### src/rtl/cpsq_pkg.sv
// Shared types for the core idle-depth sequencer.
// Assumes depth codes are fixed by the status encoding.
package cpsq_pkg;
    typedef enum logic [2:0] {
        D_RUN    = 3'd0,
        D_STBY   = 3'd1,
        D_RET    = 3'd2,
        D_DORM   = 3'd3,
        D_PDN    = 3'd4,
        D_UNPLUG = 3'd5
    } depth_e;

    typedef enum logic [2:0] {
        S_RUN, S_CLKOFF, S_CLKWAKE, S_ISOL, S_OFF, S_PWRUP, S_RSTHOLD
    } seq_e;

    // Map a software select to a supported idle depth; unknown codes act as standby.
    function automatic depth_e decode_depth(input logic [2:0] code);
        case (code)
            3'd2:    decode_depth = D_RET;
            3'd3:    decode_depth = D_DORM;
            3'd4:    decode_depth = D_PDN;
            3'd5:    decode_depth = D_UNPLUG;
            default: decode_depth = D_STBY;
        endcase
    endfunction
endpackage

### src/rtl/cpsq_wake_mon.sv
// Wake monitor: merges the wake sources from the always-on domain.
// In hot-unplug mode it masks every source and passes only bring-up.
// Assumes all inputs are already synchronous to the free-running clock.
module cpsq_wake_mon (
    input  logic irq,
    input  logic evt,
    input  logic sev,
    input  logic snoop_req,
    input  logic bring_up,
    input  logic unplugged,
    output logic wake,
    output logic up_cmd
);
    // Combine sources; unplugged cores see none of them.
    always_comb begin
        wake   = (irq | evt | sev | snoop_req) & ~unplugged;
        up_cmd = bring_up & unplugged;
    end
endmodule

### src/rtl/cpsq_rst_hold.sv
// Reset hold timer: counts HOLD cycles while run is high, flags the last one.
// Assumes run stays high until done is seen, then drops.
module cpsq_rst_hold #(
    parameter int HOLD = 8
) (
    input  logic clk,
    input  logic rst_n,
    input  logic run,
    output logic done
);
    localparam int CW = $clog2(HOLD + 1);
    logic [CW-1:0] cnt;

    // Count cycles spent holding reset; clear whenever idle.
    always_ff @(posedge clk) begin
        if (!rst_n || !run) cnt <= '0;
        else if (!done)     cnt <= cnt + CW'(1);
    end

    assign done = run && (cnt == CW'(HOLD - 1));

    // while holding, each cycle advances the count by one
    p_hold_step_r10: assert property (@(posedge clk) disable iff (!rst_n)
        (run && !done) |=> (run && cnt == $past(cnt) + CW'(1)));
endmodule

### src/rtl/core_pwr_seq.sv
// Per-core idle-depth sequencer. Latches the target depth at entry and walks
// clock stop, isolation, power removal, power-up and reset hold.
// Assumes save_done and pwr_good are level acknowledges from the power switch.
module core_pwr_seq
    import cpsq_pkg::*;
#(
    parameter int RST_HOLD = 8
) (
    input  logic       clk,
    input  logic       rst_n,
    input  logic       wfi_req,
    input  logic       wfe_req,
    input  logic [2:0] depth_sel,
    input  logic       irq,
    input  logic       evt,
    input  logic       sev,
    input  logic       snoop_req,
    input  logic       bring_up,
    input  logic       save_done,
    input  logic       pwr_good,
    output logic       clk_en,
    output logic       ret_en,
    output logic       logic_pwr_en,
    output logic       cache_pwr_en,
    output logic       coh_iso,
    output logic       core_rst,
    output logic [2:0] state_code
);
    seq_e   state, state_n;
    depth_e depth_q, depth_n;
    logic   wake, up_cmd, hold_done, unplugged;

    assign unplugged = (depth_q == D_UNPLUG) && (state != S_RUN);

    cpsq_wake_mon u_wake (
        .irq(irq), .evt(evt), .sev(sev), .snoop_req(snoop_req),
        .bring_up(bring_up), .unplugged(unplugged),
        .wake(wake), .up_cmd(up_cmd)
    );

    cpsq_rst_hold #(.HOLD(RST_HOLD)) u_hold (
        .clk(clk), .rst_n(rst_n), .run(state == S_RSTHOLD), .done(hold_done)
    );

    // Next-state selection for the idle sequence.
    always_comb begin
        state_n = state;
        depth_n = depth_q;
        case (state)
            S_RUN: if (wfi_req || wfe_req) begin
                depth_n = decode_depth(depth_sel);
                state_n = (depth_n == D_STBY || depth_n == D_RET) ? S_CLKOFF : S_ISOL;
            end
            S_CLKOFF:  if (wake) state_n = S_CLKWAKE;
            S_CLKWAKE: state_n = S_RUN;
            S_ISOL: begin
                if (wake)           state_n = S_RUN;
                else if (save_done) state_n = S_OFF;
            end
            S_OFF:     if (wake || up_cmd) state_n = S_PWRUP;
            S_PWRUP:   if (pwr_good) state_n = S_RSTHOLD;
            S_RSTHOLD: if (hold_done) state_n = S_RUN;
            default:   state_n = S_RUN;
        endcase
    end

    // State and latched depth registers.
    always_ff @(posedge clk) begin
        if (!rst_n) begin
            state   <= S_RUN;
            depth_q <= D_STBY;
        end else begin
            state   <= state_n;
            depth_q <= depth_n;
        end
    end

    // Output decode from the current state and latched depth.
    always_comb begin
        clk_en       = (state == S_RUN) || (state == S_ISOL) || (state == S_RSTHOLD);
        ret_en       = ((state == S_CLKOFF) || (state == S_CLKWAKE)) && (depth_q == D_RET);
        logic_pwr_en = (state != S_OFF);
        cache_pwr_en = (state != S_OFF) || (depth_q == D_DORM);
        coh_iso      = (state == S_ISOL) || (state == S_OFF) ||
                       (state == S_PWRUP) || (state == S_RSTHOLD);
        core_rst     = (state == S_OFF) || (state == S_PWRUP) || (state == S_RSTHOLD);
        state_code   = (state == S_RUN) ? 3'd0 : 3'(depth_q);
    end

    // logic power only drops after a cycle of isolation
    p_iso_first_r5: assert property (@(posedge clk) disable iff (!rst_n)
        $fell(logic_pwr_en) |-> ($past(coh_iso) && coh_iso));
    // reset is never driven without isolation
    p_rst_isolated_r9: assert property (@(posedge clk) disable iff (!rst_n)
        core_rst |-> coh_iso);
    // the wake cycle is always followed by a running clock
    p_wake_two_r4: assert property (@(posedge clk) disable iff (!rst_n)
        (state == S_CLKWAKE) |=> (state == S_RUN && clk_en));
    // an unplugged core stays off without bring-up
    p_unplug_deaf_r8: assert property (@(posedge clk) disable iff (!rst_n)
        (state == S_OFF && depth_q == D_UNPLUG && !bring_up) |=> (state == S_OFF));
    // a wake during isolation returns to run with no reset
    p_abort_clean_r7: assert property (@(posedge clk) disable iff (!rst_n)
        (state == S_ISOL && depth_q != D_UNPLUG && (irq || evt || sev || snoop_req))
        |=> (state == S_RUN && !core_rst));
endmodule

### config.mk
export PLATFORM = sky130hd
export DESIGN_NAME = core_pwr_seq
export DESIGN_NICKNAME = d
export VERILOG_FILES = /design/src/rtl/cpsq_pkg.sv /design/src/rtl/cpsq_wake_mon.sv /design/src/rtl/cpsq_rst_hold.sv /design/src/rtl/core_pwr_seq.sv
export SDC_FILE = /design/constraint.sdc
export NUM_CORES = 1
export LEC_CHECK = 0
export ABC_CLOCK_PERIOD_IN_PS = 4300
export BUFFER_PORTS_ARGS = -buffer_cell sky130_fd_sc_hd__buf_2
export CAP_MARGIN = 20
export CORE_MARGIN = 1.5
export CORE_UTILIZATION = 50
export DETAILED_ROUTE_END_ITERATION = 7
export GPL_TIMING_DRIVEN = 0
export PLACE_DENSITY_LB_ADDON = 0.3
export SYNTH_ARGS = -nofsm -noshare
export SYNTH_HDL_FRONTEND = slang
export SYNTH_HIERARCHICAL = 1
export SYNTH_SLANG_ARGS = --single-unit
### constraint.sdc
create_clock -name clk -period 4.3 [get_ports clk]
set_input_delay 0.215 -clock clk [delete_from_list [all_inputs] [get_ports clk]]
set_output_delay 0.215 -clock clk [all_outputs]
set_load 0.05 [all_outputs]
==> out/qor.yml, run 1 <==
setup_path:
  crit_required_ps: 4500
  reg2reg_to: "state[0]"
  critPathKind: "reg2reg"
  crit_path_cell_trace: "buf_2, nor3b_1, nand4b_4, clkinv_2, nor3b_1, a21oi_1, o221ai_4, or3_1, a21boi_1"
  crit_top_cell: "nor3b_1"
  worst-path-max-fanout: 10
  worstSetupEndpointType: "flop"
  cp.arrival_ps: 2550
  rr_startpoint: "state[1]"
  max_stage_delay_ps: 480
  rr_worst_depth: 9
  cpMaxStageDelayCell: "nor3b_1"
  start_kind: "flop"
  cp-endpoint: "state[0]"
  critPathLaunch: "state[1]"
  rrSetupSlack_ps: 1950
  crit_cells: 9
  cpLargestDelayFamily: "simple AND/OR/NAND/NOR gates"
  critPathBufInv: 2
routing:
  final_antenna_net_count: 0
  wl_mm: 1.49
  drc: 0
  drt-wirelength-per-cell_um: 12.2
  drt_pass1_iterations: 4
  drtIter0Drc: 11
  via_per_inst: 5.25
  vias: 640
clock_network:
  cts_htree_levels: 1
  cts_tree: "done"
  numCtsBuffers: 3
  hold_buffers: 0
  clk_pin_slew_ps: 80
  post-cts-setup-buffer-count: 0
  clockBufferDepth: 2
  numClockSinks: 10
  cts_resized: 0
  root_buffer: "clkbuf_4"
  clkLatencyLatePin_ps: 270
die:
  coreArea_sq_mm: 0.00128
  die-area_sq_mm: 0.00161
  initial_core_util: 0.536
  die_w_um: 40.1
  die_h_um: 40.1
  pin_count: 23
  row_count: 13
cells_and_area:
  multiInputGateArea_sq_um: 454
  final_layout_size_suffix_gt1_frac: 0.374
  fillers: 106
  insertedDiodeCount: 0
  area_growth_pct: 24.0
  stdcell_area_sq_um: 853
  final_core_util: 0.664
  regArea_sq_um: 200
  layout.nets: 123
yosys:
  yosysSeqAreaShare: 0.291
  ys_warn_count: 6
  ys_seq_elements: 10
  synth_top_cell_area_share: 0.291
  synth-main-ff-cell: "dfxtp_1"
  synth_edf_count: 0
  avgSynthCellArea_sq_um: 8.50
  netlist_area_sq_um: 688
  syn_inst: 81
  yosys-top-cells-count: "dfxtp_1, nand2_1, a21oi_1, nor2_1, xnor2_1"
  synth_area_leaders: "dfxtp_1, nand2_1, a21oi_1, xnor2_1, a2bb2oi_4"
  async_flop_share: 0
  syn_nets: 96
  synth_area_leader_cell: "dfxtp_1"
  synth.distinct_cells: 35
status:
  status: "complete, no violations"
sta:
  grt_setup_unrepaired: "false"
  final_max_slew_viol_count: 0
  slew_headroom: 0.651
  setup_tns_ps: 0
  fin_crit_sh: 0.547
  setup_slack_ps: 1950
  fin_crit_ps: 2350
  clock_skew_ps: 5.23
  whs_ps: 197
  hold_viol: 0
  timing.fmax_mhz: 425
  worstMarginPinSlew_ps: 523
  setup_viol: 0
global_routing:
  grt_max_degree: 11
  grtUsageMet2: 0.391
  grt_util_all_layers: 0.227
  grt_pass1_wl_mm: 2.34
  antenna_found_initial: 0
  grtUsageMet1: 0.263
  busiest_layer: "met2"
  use_met3: 0.0500
  grt_pass1_vias: 560
  grt.overflow.total: 0
run:
  maxCapViolCount: 0
placement:
  placed_cell_area_sq_um: 817
  place.gp.congestion: 0.705
  hpwl_mm: 1.20
  place_ws_ps: 1930
  io_buffers: 22
power_and_ir_drop:
  peakVddDrop_mv: 0.227
  power_density_mw_per_mm2: 352
  p_leak_uw: 0.000385
hold_path:
  hold_path_class: "in2reg"
-- final cells by class --
type,instances,area share
buffer,3,0.0249
clock buffer,4,0.0425
inverter,3,0.0147
multi-input combinational,65,0.532
sequential,10,0.235
tap,15,0.0220
timing repair buffer,22,0.129
-- per-stage QoR --
step           cells  total power, uW
2_1_floorplan     81              189
3_3_place_gp     118              211
3_5_place_dp     118              214
4_1_cts          122              301
5_1_grt          122              315
6_report         122              300
-- cell families (layout without fill, tap and decap cells) --
kind of cell    Yosys count  after routing  synth area share
buf+inv                   6             32            0.0491
simple gates             41             41             0.355
xor+xnor                  5              5            0.0636
fa+ha+maj                 1              1            0.0182
compound gates           18             18             0.224
flops                    10             10             0.291
-- routing by layer --
metal	up-vias	wire length, um
met1	295	675
met3	2	43
met5	-	0
li1	333	-
met2	10	751
met4	0	16
-- worst register-to-register path, stage by stage, from the launching register on --
cell,delay (ps)
dfxtp_1,370
buf_2,230
nor3b_1,480
nand4b_4,180
clkinv_2,110
nor3b_1,50
a21oi_1,230
o221ai_4,160
or3_1,320
a21boi_1,150
-- cell usage in the layout (no fill, tap or decap), drive strengths merged, types with 3 or more instances in the layout --
master and instances:
xnor2 4, nor2b 3, a21oi 8, dfxtp 10, nand2b 3, nor2 7
nand2 11, o21ai 3, buf 25, nor3b 3, clkbuf 4
-- power breakdown --
| group | total (uW) | switching [uW] | internal [uW] |
|---|---|---|---|
| clock | 88.3 | 36.9 | 51.4 |
| sequential | 104 | 5.32 | 99.0 |
| combinational | 108 | 70.7 | 36.9 |
| total | 300 | 113 | 187 |
-- worst min path at each step --
stage,endpoint,startpoint,cells after the start,slack (ps)
floorplan,depth_q[0],rst_n,1,300
finish,depth_q[0],rst_n,2,200
global placement,u_hold/cnt[1],u_hold/cnt[1],2,470
detailed placement,u_hold/cnt[1],u_hold/cnt[1],2,470
global route,depth_q[0],rst_n,2,200
CTS,depth_q[0],rst_n,2,200
-- registers in the layout (all words and copies together) (netlist names) --
signal / flops
u_hold/cnt: 4
state: 3
depth_q: 3
Note: power is estimated with default switching activity, not from simulation.
==> inputs of run 2 (changes only) <==
--- a/config.mk
+++ b/config.mk
@@ -5,11 +5,12 @@
 export SDC_FILE = /design/constraint.sdc
 export NUM_CORES = 1
 export LEC_CHECK = 0
-export ABC_CLOCK_PERIOD_IN_PS = 4300
+export ABC_AREA = 1
+export ABC_CLOCK_PERIOD_IN_PS = 2100
 export BUFFER_PORTS_ARGS = -buffer_cell sky130_fd_sc_hd__buf_2
 export CAP_MARGIN = 20
 export CORE_MARGIN = 1.5
-export CORE_UTILIZATION = 50
+export CORE_UTILIZATION = 44
 export DETAILED_ROUTE_END_ITERATION = 7
 export GPL_TIMING_DRIVEN = 0
 export PLACE_DENSITY_LB_ADDON = 0.3
==> constraint.sdc (replaced) <==
create_clock -name clk -period 2.1 [get_ports clk]
set_input_delay 0.105 -clock clk [delete_from_list [all_inputs] [get_ports clk]]
set_output_delay 0.105 -clock clk [all_outputs]
set_load 0.05 [all_outputs]
==> run 2 against run 1 <==
Combinational power grew to 3.2 times the previous value. Critical endpoint is now state[2]. Hold slack worse by 92 ps. Synthesized area grew 5.3%. Clock skew decreased by 3.1 ps. Via count rose by 20%. Cell count up 32%. Non-clock buffer count fell by 2. Synthesized cell count increased by 48%. Critical path type unchanged. Sequential share of layout area fell by 1.0 points. Total power is 130% higher.
==> out/qor.yml, run 2 <==
die:
  initial_core_util: 0.475
  die_w_um: 43.6
  row_count: 14
  die_h_um: 43.6
  die-area_sq_mm: 0.00190
  pin_count: 23
  coreArea_sq_mm: 0.00152
global_routing:
  grt_util_all_layers: 0.183
  grt_pass1_wl_mm: 2.64
  grt.overflow.total: 0
  grt_max_degree: 10
  antenna_found_initial: 0
  grt_pass1_vias: 637
sta:
  worstMarginPinSlew_ps: 284
  hold_viol: 0
  slew_headroom: 0.810
  setup_viol: 0
  final_max_slew_viol_count: 0
  clock_skew_ps: 2.09
  fin_crit_ps: 1900
  timing.fmax_mhz: 527
  setup_tns_ps: 0
  fin_crit_sh: 0.903
run:
  maxCapViolCount: 0
clock_network:
  cts_htree_levels: 1
  cts_tree: "done"
  clkLatencyLatePin_ps: 250
  clk_pin_slew_ps: 60
  root_buffer: "clkbuf_4"
  numClockSinks: 10
  hold_buffers: 0
  cts_resized: 0
  clockBufferDepth: 2
  post-cts-setup-buffer-count: 0
  numCtsBuffers: 3
routing:
  wl_mm: 1.58
  drc: 0
  drt_pass1_iterations: 4
  via_per_inst: 4.78
  drt-wirelength-per-cell_um: 9.83
  drtIter0Drc: 8
  final_antenna_net_count: 0
  vias: 769
yosys:
  ys_warn_count: 6
  synth_edf_count: 0
  yosysMostFrequentCell: "nand2_1"
  synth.distinct_cells: 25
  synth-compound-area-share: 0.142
  synth_area_leaders: "dfxtp_1, nand2_1, inv_1, nor2_1, nand3_1"
  netlist_area_sq_um: 724
  synthXorXnorAreaFrac: 0.0121
  avgSynthCellArea_sq_um: 6.04
  synth_mux_area_frac: 0
  synth_top_family_by_area: "simple AND/OR/NAND/NOR gates"
  synth_area_leader_cell: "dfxtp_1"
  async_flop_share: 0
  yosysSeqAreaShare: 0.276
  syn_inst: 120
  synth_top_cell_area_share: 0.276
  synth-main-ff-cell: "dfxtp_1"
  ys_seq_elements: 10
  synth-adder-area-share: 0.0173
  synthSimpleGateAreaFrac: 0.418
  syn_nets: 135
  yosys-top-cells-count: "nand2_1, inv_1, nor2_1"
setup_path:
  critPathKind: "reg2reg"
  cpLargestDelayFamily: "simple AND/OR/NAND/NOR gates"
  start_kind: "flop"
  worst-path-max-fanout: 6
  worstSetupEndpointType: "flop"
  crit_required_ps: 2280
  crit_path_cell_trace: "inv_1, nand2_1, nor2_4, nor4_4, a21oi_1, or2_2, nor2_2, nor2_2, nand2_2, nand2_1, a21oi_1"
  cp.arrival_ps: 2080
  cpMaxStageDelayCell: "dfxtp_1"
  critPathBufInv: 1
  max_stage_delay_ps: 390
cells_and_area:
  insertedDiodeCount: 0
  final_layout_size_suffix_gt1_frac: 0.269
  largest_reg_flops: 4
  fillers: 154
  final_cell_mix: "nand2_1, inv_1, nor2_1, buf_2"
  largestRegisters: "u_hold/cnt: 4 flops, depth_q: 3 flops, state: 3 flops"
  final_core_util: 0.585
  top_register: "u_hold/cnt"
  final_common_cell: "nand2_1"
  layout.nets: 162
  area_growth_pct: 23.1
  instances_no_fill: 161
power_and_ir_drop:
  power_density_mw_per_mm2: 777
  p_leak_uw: 0.000454
  peakVddDrop_mv: 0.436
hold_path:
  hold_path_class: "in2reg"
placement:
  hpwl_mm: 1.27
  io_buffers: 22
  dp_cells: 158
  place.gp.congestion: 0.790
status:
  status: "complete, no violations"
[run 2: layout make-up]
cell class	count	area, sq um	share of cell area
Multi-Input combinational cell	85	442	0.495
Clock buffer	3	22.5	0.0252
Inverter	24	90.1	0.101
Timing Repair Buffer	22	110	0.123
Buffer	1	7.51	0.00842
Tap cell	16	20.0	0.0224
Sequential cell	10	200	0.224
[run 2: stage by stage]
| stage | setup slack, ps | power [uW] | area (sq um) | hold slack (ps) |
|---|---|---|---|---|
| global placement | 148 | 554 | 855 | 361 |
| detailed placement | 126 | 560 | 855 | 372 |
| CTS | 97.3 | 686 | 877 | 94.5 |
| finish | 203 | 693 | 892 | 105 |
| global route | -7.76 | 746 | 892 | 98.1 |
| floorplan | 269 | 489 | 724 | 225 |
[run 2: logic make-up (layout without fill, tap and decap cells)]
group,Yosys count,after routing
AND/OR/NAND/NOR,67,67
flip-flops,10,10
XOR/XNOR,1,1
adder cells (fa/ha/maj),1,1
buffers and inverters,25,50
AO/OA/AOI/OAI,16,16
[run 2: routing by layer]
metal | wire length (um) | part of all wire | track usage
met2 | 765 | 0.48 | 0.306
met4 | 17 | 0.011 | 0.109
met3 | 72 | 0.045 | 0.0125
met1 | 728 | 0.46 | 0.228
met5 | 0 | 0 | 0
[run 2: power breakdown]
group	leakage (uW)	switching [uW]	internal, uW
registers	0.0000817	17.3	213
logic	0.000358	246	95.2
clock network	0.0000138	56.1	65.7
total	0.000454	319	374
[run 2: worst paths after layout]
kind         depth (start not counted)       end  startpoint  slack [ps]
min reg2reg                          2  state[0]    state[0]         520
max                                 11  state[2]    state[0]         200
max reg2reg                         11  state[2]    state[0]         200
min                                  3  state[1]       rst_n         100
[run 2: tightest hold or removal path, stage by stage]
cell and delay (ps):
buf_2 120, nand2_1 60, nor2_1 30
